## src/rtl/bpp_pkg.sv

```systemverilog
package bpp_pkg;
  typedef enum logic {PM_SLEEP = 1'b0, PM_ACTIVE = 1'b1} pmode_e;

  localparam int NFLT = 4;
  localparam int F_OV = 0;
  localparam int F_UV = 1;
  localparam int F_OC = 2;
  localparam int F_SC = 3;

  // protection register bit positions
  localparam int PB_OV  = 7;
  localparam int PB_UV  = 6;
  localparam int PB_DOC = 4;
  localparam int PB_CCM = 3;
  localparam int PB_DCM = 2;
  localparam int PB_CE  = 1;
  localparam int PB_DE  = 0;

  // auxiliary register bit positions
  localparam int AB_WAKE = 7;
  localparam int AB_OT   = 0;
endpackage

```

## src/rtl/bpp_qual_timer.sv

```systemverilog
module bpp_qual_timer #(
  parameter int DELAY = 16
) (
  input  logic clk,
  input  logic rst,
  input  logic tick,
  input  logic cond,
  output logic done
);
  localparam int W = (DELAY < 2) ? 1 : $clog2(DELAY + 1);
  localparam logic [W-1:0] LAST = W'(DELAY - 1);

  logic [W-1:0] cnt;

  // count ticks while the condition holds; any gap restarts the window
  always_ff @(posedge clk) begin
    if (rst || !cond) begin
      cnt <= '0;
    end else if (tick) begin
      if (cnt == LAST) cnt <= '0;
      else             cnt <= cnt + W'(1);
    end
  end

  assign done = cond & tick & (cnt == LAST);
endmodule

```

## src/rtl/bpp_power_mode.sv

```systemverilog
module bpp_power_mode
  import bpp_pkg::*;
(
  input  logic   clk,
  input  logic   rst,
  input  logic   wake_req,
  input  logic   depleted,
  input  logic   uv_trip,
  output pmode_e mode,
  output logic   wake_go,
  output logic   first_eval
);
  pmode_e mode_q;

  assign wake_go = (mode_q == PM_SLEEP) & wake_req & ~depleted;

  always_ff @(posedge clk) begin
    if (rst) begin
      mode_q     <= PM_SLEEP;
      first_eval <= 1'b0;
    end else begin
      first_eval <= wake_go;
      case (mode_q)
        PM_SLEEP:  if (wake_go) mode_q <= PM_ACTIVE;
        PM_ACTIVE: if (uv_trip) mode_q <= PM_SLEEP;
        default:   mode_q <= PM_SLEEP;
      endcase
    end
  end

  assign mode = mode_q;
endmodule

```

## src/rtl/bpp_top.sv

```systemverilog
module bpp_top
  import bpp_pkg::*;
#(
  parameter int OV_DLY = 10000,
  parameter int UV_DLY = 1250,
  parameter int OC_DLY = 160,
  parameter int SC_DLY = 1
) (
  input  logic       clk,
  input  logic       rst,
  input  logic       tick,
  input  logic       wake_press,
  input  logic       chg_present,
  input  logic       cell_ov,
  input  logic       cell_below_ce,
  input  logic       cell_uv,
  input  logic       cell_sc,
  input  logic       drop_oc,
  input  logic       pack_rel,
  input  logic       over_temp,
  input  logic       reg_we,
  input  logic       reg_sel,
  input  logic [7:0] reg_wdata,
  output logic       chg_sw_en,
  output logic       dsg_sw_en,
  output logic       test_cur_en,
  output logic       recov_chg_en,
  output logic       pwr_active,
  output logic [7:0] prot_reg,
  output logic [7:0] aux_reg
);
  localparam int DLY [NFLT] = '{OV_DLY, UV_DLY, OC_DLY, SC_DLY};

  pmode_e mode;
  logic   act, wake_go, first_eval;
  logic [NFLT-1:0] f_cond, f_done;

  logic ov_f, uv_f, doc_f, ce_q, de_q, ot_f, wk_f;
  logic ov_hold, doc_hold;
  logic cc_q, dc_q, tst_q, rcv_q;
  logic ov_set, doc_set, ot_blk;
  logic prot_wr, aux_wr;
  logic unused_wbits;

  assign act = (mode == PM_ACTIVE);

  bpp_power_mode u_mode (
    .clk        (clk),
    .rst        (rst),
    .wake_req   (wake_press | chg_present),
    .depleted   (cell_sc),
    .uv_trip    (f_done[F_UV]),
    .mode       (mode),
    .wake_go    (wake_go),
    .first_eval (first_eval)
  );

  // timers only run in active mode; undervoltage excludes deep depletion
  assign f_cond[F_OV] = act & cell_ov;
  assign f_cond[F_UV] = act & cell_uv & ~cell_sc;
  assign f_cond[F_OC] = act & drop_oc;
  assign f_cond[F_SC] = act & cell_sc;

  for (genvar g = 0; g < NFLT; g++) begin : g_qual
    bpp_qual_timer #(.DELAY(DLY[g])) u_qual (
      .clk  (clk),
      .rst  (rst),
      .tick (tick),
      .cond (f_cond[g]),
      .done (f_done[g])
    );
  end

  assign ov_set  = f_done[F_OV] | (first_eval & act & cell_ov);
  assign doc_set = f_done[F_OC] | f_done[F_SC];
  assign ot_blk  = ot_f | over_temp;
  assign prot_wr = reg_we & ~reg_sel;
  assign aux_wr  = reg_we & reg_sel;

  // flags and enables: host write first, hardware events override
  always_ff @(posedge clk) begin
    if (rst) begin
      ov_f <= 1'b0; uv_f <= 1'b1; doc_f <= 1'b1;
      ce_q <= 1'b1; de_q <= 1'b1;
      ot_f <= 1'b0; wk_f <= 1'b1;
    end else begin
      if (prot_wr) begin
        ov_f  <= reg_wdata[PB_OV];
        uv_f  <= reg_wdata[PB_UV];
        doc_f <= reg_wdata[PB_DOC];
        ce_q  <= reg_wdata[PB_CE];
        de_q  <= reg_wdata[PB_DE];
      end
      if (aux_wr) begin
        wk_f <= reg_wdata[AB_WAKE];
        ot_f <= reg_wdata[AB_OT];
      end
      if (ov_set)       ov_f  <= 1'b1;
      if (f_done[F_UV]) uv_f  <= 1'b1;
      if (doc_set)      doc_f <= 1'b1;
      if (over_temp)    ot_f  <= 1'b1;
      if (wake_press)   wk_f  <= 1'b0;
      if (wake_go) begin
        ce_q <= 1'b1;
        de_q <= 1'b1;
      end
    end
  end

  // fault holds with their own release conditions
  always_ff @(posedge clk) begin
    if (rst) begin
      ov_hold  <= 1'b0;
      doc_hold <= 1'b0;
    end else begin
      if (ov_set)                          ov_hold <= 1'b1;
      else if (cell_below_ce || drop_oc)   ov_hold <= 1'b0;
      if (doc_set)                         doc_hold <= 1'b1;
      else if (pack_rel)                   doc_hold <= 1'b0;
    end
  end

  // registered drive outputs
  always_ff @(posedge clk) begin
    if (rst) begin
      cc_q <= 1'b0; dc_q <= 1'b0; tst_q <= 1'b0; rcv_q <= 1'b0;
    end else begin
      cc_q  <= act & ce_q & ~ov_hold & ~doc_hold & ~ot_blk;
      dc_q  <= act & de_q & ~doc_hold & ~ot_blk;
      tst_q <= act & doc_hold;
      rcv_q <= cell_sc | (act & cell_below_ce);
    end
  end

  assign unused_wbits = ^{reg_wdata[5], reg_wdata[3:2], reg_wdata[6:1]};

  assign chg_sw_en    = cc_q;
  assign dsg_sw_en    = dc_q;
  assign test_cur_en  = tst_q;
  assign recov_chg_en = rcv_q;
  assign pwr_active   = act;

  always_comb begin
    prot_reg         = '0;
    prot_reg[PB_OV]  = ov_f;
    prot_reg[PB_UV]  = uv_f;
    prot_reg[PB_DOC] = doc_f;
    prot_reg[PB_CCM] = cc_q;
    prot_reg[PB_DCM] = dc_q;
    prot_reg[PB_CE]  = ce_q;
    prot_reg[PB_DE]  = de_q;
    aux_reg          = '0;
    aux_reg[AB_WAKE] = wk_f;
    aux_reg[AB_OT]   = ot_f;
  end
endmodule

```

## config.mk

```make
export PLATFORM = sky130hd
export DESIGN_NAME = bpp_top
export DESIGN_NICKNAME = d
export VERILOG_FILES = /design/src/rtl/bpp_pkg.sv /design/src/rtl/bpp_qual_timer.sv /design/src/rtl/bpp_power_mode.sv /design/src/rtl/bpp_top.sv
export SDC_FILE = /design/constraint.sdc
export NUM_CORES = 1
export LEC_CHECK = 0
export ABC_AREA = 0
export BUFFER_PORTS_ARGS = -buffer_cell sky130_fd_sc_hd__buf_4
export CORE_MARGIN = 2
export CORE_UTILIZATION = 50
export CTS_BUF_LIST = sky130_fd_sc_hd__clkbuf_2
export CTS_CLUSTER_SIZE = 8
export DETAILED_ROUTE_END_ITERATION = 6
export PLACE_DENSITY = 0.73
export SLEW_MARGIN = 15
export SYNTH_ARGS = -nofsm -noshare
export SYNTH_HDL_FRONTEND = slang
export SYNTH_SLANG_ARGS = --single-unit
```

## constraint.sdc

```tcl
create_clock -name clk -period 2.6 [get_ports clk]
set_clock_uncertainty 0.2 [all_clocks]
set_input_delay 0.13 -clock clk [delete_from_list [all_inputs] [get_ports clk]]
set_output_delay 0.13 -clock clk [all_outputs]
set_load 0.02 [all_outputs]
```

==> qor.csv, run 1 <==
metric;value;unit
arrival;2.58;ns
cts_root_buffer;clkbuf_2;
synthMuxAreaShare;3.22;%
min_delay_path_depth;3;
async_flop_share;0;%
highest_layer;met4;
ir_drop;0.212;mV
synth_flop_cell;dfxtp_1;
gp_congestion;0.804;
synth_edf_count;0;
synth_cell_types;43;
intPower;0.888;mW
dp_hpwl;2.73;mm
grt_pass1_vias;1762;
power.switching;0.305;mW
critPathSlowestCell;dlygate4sd3_1;
max_freq;0.414;GHz
status;complete, no violations;
start_util;51.2;%
critPathKind;reg2reg;
crit_buf_inv;1;
antenna_found_initial;0;
cts_made_buffers;5;
clock_power_share;23.2;%
grt_setup_unrepaired;false;
drc;0;
cts_max_level;2;
overflow;0;
core_area;0.00432;mm²
place_inst;317;
p_comb_share;13.0;%
setup-violations-final;0;
grt_pass1_wl;7.44;mm
drt_iter0_markers;50;
cts.path.max_buffers;2;
die_h;70.6;µm
clock_sinks;48;
required;2.77;ns
diodes;0;
dr.pass1.iters;4;
cts_tree;done;
p_sw_share;25.6;%
period_share;92.8;%
ioPinCount;43;
syn_area_per_cell;8.97;µm²
multi_input_area;0.00110;mm²
crit_path_max_fanout;5;
ys_warn_count;0;
ys_top_cells_by_area;dfxtp_1 43%, nor2_1 7.6%, xnor2_1 6.7%, buf_4 5.4%, xor2_1 4.4%;
hold_path.class;in2reg;
syn2layout_area_growth;23.7;%
synth-seq-cells;48;
nFillCells;373;
synth_top_family_by_area;simple AND/OR/NAND/NOR gates;
vias;1809;
max_stage_delay;0.53;ns
worstRegToRegCells;6;
die-area;0.00498;mm²
dr_wl_met2;2.10;mm
portBuffers;32;
dr_wl_met3;138;µm
yosys.area_share.simple;26.7;%
path_delay_family;simple AND/OR/NAND/NOR gates;
grt_max_degree;22;
fp.dieW;70.6;µm
wl;4.28;mm
wl_per_cell;12.0;µm
p_seq_share;63.8;%
synthXorXnorAreaFrac;11.1;%
synth_compound_area_share;5.25;%
leakage;1.01;nW
critPathLaunchType;flop;
synthCells;247;
maxCapViolations;0;
synthAdderAreaFrac;2.26;%
ant_nets;0;
syn_area;0.00221;mm²
via_per_inst;5.10;
layout.cells.non_filler;355;
register_area;961;µm²
row_count;24;
synth-seq-area-share;43.4;%
maxSlewViolCount;0;
grt_usage;18.4;%
powerDensity;436;mW/mm²
fin_nets;329;
cp.depth;6;
period_minus_slack;2.41;ns
hold_violations;0;
cts-resized-gates;0;
critPathCaptureType;flop;
clock_latency;0.41;ns
synth_area_leader_cell;dfxtp_1;
path_cells;ha_1 -> nor4bb_1 -> nand3_1 -> nor3b_1 -> a311o_1 -> dlygate4sd3_1;
fin_tns_setup;0;ns
met1_length;1.96;mm
path_clk_slew;0.22;ns
drive_gt1_share;14.5;%
synthDominantCellAreaShare;43.4;%
stage by stage:
step / power, mW / cell area, µm² / hold slack (ns) / utilization [%] / setup WS [ns]
6_report: 1.19 / 2740 / 0.203 / 63.3 / 0.187
5_1_grt: 1.24 / 2740 / 0.174 / 63.3 / 0.0341
4_1_cts: 1.20 / 2740 / 0.193 / 63.3 / 0.215
3_5_place_dp: 0.892 / 2400 / 0.119 / 55.4 / 0.691
3_3_place_gp: 0.890 / 2400 / 0.121 / 55.4 / 0.730
2_1_floorplan: 0.858 / 2240 / 0.00615 / - / 0.741
what timing repair did:
action,4_1_cts,5_1_grt
endpoints found under the hold margin,36,0
setup buffers,0,0
hold buffers,31,0
placed cells by master (no fill, tap or decap), types with 2 or more instances in the layout:
cell type | Yosys | routed
dfxtp_1 | 48 | 48
nor2_1 | 45 | 45
buf_4 | 16 | 34
dlygate4sd3_1 | 0 | 31
nand2_1 | 18 | 18
xnor2_1 | 17 | 17
xor2_1 | 11 | 11
nand4_1 | 10 | 10
nand3_1 | 9 | 9
nor3_1 | 7 | 7
conb_1 | 1 | 7
a21oi_1 | 6 | 6
mux2i_1 | 6 | 6
clkbuf_2 | 0 | 5
inv_1 | 4 | 4
nor4_1 | 4 | 4
ha_1 | 4 | 4
and3_1 | 3 | 3
nor3b_1 | 3 | 3
or3_1 | 2 | 2
o21ai_0 | 2 | 2
nand3b_1 | 2 | 2
o21bai_1 | 2 | 2
and4_1 | 2 | 2
nor2b_1 | 2 | 2
a211oi_1 | 2 | 2
clkinv_1 | 0 | 2
layout make-up:
class / instances / area share [%]
repair buffers: 65 / 20.6
clock inverters: 2 / 0.274
clock buffers: 5 / 0.914
inverters: 4 / 0.548
well taps: 52 / 2.38
flip-flops and latches: 48 / 35.1
multi-input cells: 179 / 40.2
registers in the layout, indices dropped and copies added (netlist names):
name and flops:
uv_f 1, u_mode.first_eval 1, test_cur_en 1, ot_f 1
dsg_sw_en 1, recov_chg_en 1, ce_q 1, ov_f 1
g_qual.u_qual.cnt 33, ov_hold 1, doc_f 1, chg_sw_en 1
doc_hold 1, de_q 1, u_mode.mode 1, wk_f 1
cells in the mapped netlist (2+ instances only):
library cell,n
nor2b_1,2
clkbuf_1,3
o21bai_1,2
ha_1,4
or3_1,2
nor3b_1,3
nand3b_1,2
xor2_1,11
nand3_1,9
mux2i_1,6
o21ai_0,2
inv_1,4
xnor2_1,17
a21oi_1,6
nor2_1,45
nor4_1,4
nor3_1,7
buf_4,16
and3_1,3
dfxtp_1,48
nand4_1,10
and4_1,2
a211oi_1,2
nand2_1,18
routing by layer:
| layer | GRT usage, % | vias to the layer above |
|---|---|---|
| li1 | - | 930 |
| met4 | 7.76 | 0 |
| met1 | 21.5 | 840 |
| met3 | 3.70 | 8 |
| met2 | 32.9 | 31 |
| met5 | 0 | - |
cell families (layout without fill, tap and decap cells):
logic type               after synthesis  count (layout)
AO/OA/AOI/OAI                         18              18
XOR/XNOR                              28              28
adder cells (fa/ha/maj)                4               4
buffers and inverters                 26              76
flip-flops                            48              48
multiplexers                           7               7
other                                  1               7
AND/OR/NAND/NOR                      115             115
power groups by stage:
stage | logic [mW] | clock network, mW | registers, mW
2_1_floorplan | 0.0809 | 0 | 0.777
3_3_place_gp | 0.116 | 0 | 0.775
3_5_place_dp | 0.118 | 0 | 0.775
4_1_cts | 0.153 | 0.287 | 0.761
5_1_grt | 0.167 | 0.309 | 0.763
6_report | 0.155 | 0.277 | 0.761
path summary, 6_finish.rpt:
path                           start         to  slack [ns]
min                        over_temp  dsg_sw_en        0.20
max reg2reg  g_qual[1].u_qual.cnt[0]       uv_f        0.19
min reg2reg                  ov_hold  chg_sw_en        0.26
max          g_qual[1].u_qual.cnt[0]       uv_f        0.19
worst min-delay path, cell delays in order:
cell	delay [ns]
dlygate4sd3_1	0.52
buf_4	0.11
nor3b_1	0.04
Power figures use the tool's default switching activity.
==> inputs of run 2 (changes only) <==
Settings changed: BUFFER_PORTS_ARGS -buffer_cell sky130_fd_sc_hd__buf_4 to -buffer_cell sky130_fd_sc_hd__buf_2.
==> qor.csv, run 2 (synthesis results as in run 1) <==
metric;value;unit
status;complete, no violations;
die-area;0.00498;mm²
leakage;1.01;nW
max_freq;0.427;GHz
fin_nets;328;
power.switching;0.315;mW
via_per_inst;5.14;
grt_max_degree;22;
p_comb_share;11.1;%
drc;0;
post-cts-setup-buffers;0;
period_minus_slack;2.34;ns
fin_tns_setup;0;ns
final_cell_mix;48 x dfxtp_1, 45 x nor2_1, 32 x buf_2, 30 x dlygate4sd3_1, 18 x nand2_1;
nFillCells;379;
ir_drop;0.279;mV
worstRegToRegCells;5;
overflow;0;
total_power;1.30;mW
die_h;70.6;µm
antenna_found_initial;0;
p_sw_share;24.3;%
hold_buffers;30;
maxCapViolations;0;
grt_pass1_wl;7.98;mm
final_common_cell;dfxtp_1;
grt_usage;20.0;%
hold_path.class;in2reg;
drt_iter0_markers;75;
ant_nets;0;
p_seq_share;58.6;%
core_area;0.00432;mm²
regMostFlops;g_qual.u_qual.cnt;
dr.pass1.iters;4;
dp_hpwl;2.77;mm
clock_sinks;48;
syn2layout_area_growth;21.1;%
cts_root_buffer;clkbuf_2;
cts_made_buffers;5;
intPower;0.984;mW
wl;4.53;mm
period_share;90.1;%
largest_register_ffs;33;
required;2.78;ns
start_util;51.2;%
r2r-start;g_qual[0].u_qual.cnt[6];
ioPinCount;43;
crit_start;g_qual[0].u_qual.cnt[6];
r2r_slack;0.26;ns
cts-resized-gates;0;
grt_pass1_vias;1781;
cp-endpoint;ov_f;
maxSlewViolCount;0;
clock_latency;0.42;ns
cts.path.max_buffers;2;
path_clk_slew;0.23;ns
hold_violations;0;
vias;1823;
critPathKind;reg2reg;
setup-violations-final;0;
r2r-end;ov_f;
row_count;24;
fp.dieW;70.6;µm
gp_congestion;0.813;
portBuffers;32;
critPathCaptureType;flop;
crit_path_max_fanout;7;
arrival;2.52;ns
cts_max_level;2;
critPathLaunchType;flop;
powerDensity;484;mW/mm²
drive_gt1_share;15.5;%
clock_power_share;30.4;%
wl_per_cell;12.7;µm
grt_setup_unrepaired;false;
cts_tree;done;
diodes;0;
-- run 2: layout make-up --
cell class / count / area, µm² / share of cell area (%)
Clock inverter: 2 / 35.0 / 1.31
Multi-Input combinational cell: 179 / 1100 / 41.0
Sequential cell: 48 / 961 / 35.8
Timing Repair Buffer: 64 / 475 / 17.7
Tap cell: 52 / 65.1 / 2.43
Clock buffer: 6 / 30.0 / 1.12
Inverter: 4 / 15.0 / 0.560
-- run 2: power by group through the flow --
stage	registers, mW	logic [mW]	clock network (mW)
finish	0.761	0.144	0.394
global route	0.764	0.154	0.437
CTS	0.760	0.138	0.410
detailed placement	0.774	0.104	0
global placement	0.774	0.102	0
floorplan	0.777	0.0809	0
-- run 2: layer usage --
metal,global-route usage [%],vias to the layer above,part of all wire [%]
li1,-,934,-
met5,0,-,0
met2,34.4,33,49
met1,24.6,849,46
met3,3.70,7,3.4
met4,8.39,0,1.7
-- run 2: worst min-delay path by stage --
stage / from / to / slack (ns) / depth (start not counted)
floorplan: over_temp / dsg_sw_en / 0.006 / 1
global placement: over_temp / dsg_sw_en / 0.14 / 2
detailed placement: over_temp / dsg_sw_en / 0.13 / 2
CTS: reg_sel / uv_f / 0.09 / 5
global route: reg_sel / uv_f / 0.13 / 5
finish: reg_sel / uv_f / 0.12 / 5
-- run 2: critical path, cell delays in order (launching register included) --
cell and delay (ns):
dfxtp_1 0.43, or4b_4 0.53, nor4_2 0.31, o211ai_1 0.14, a21oi_1 0.15, dlygate4sd3_1 0.55
-- run 2: metrics by stage --
stage          worst slack [ns]  hold slack (ns)  std cells  util (%)  cell area [µm²]
3_3_place_gp              0.725            0.137        317      53.6             2320
6_report                  0.256            0.122        355      62.0             2680
5_1_grt                   0.102            0.125        355      62.0             2680
3_5_place_dp              0.684            0.135        317      53.6             2320
2_1_floorplan             0.741          0.00615        253         -             2240
4_1_cts                   0.235           0.0890        355      62.0             2680
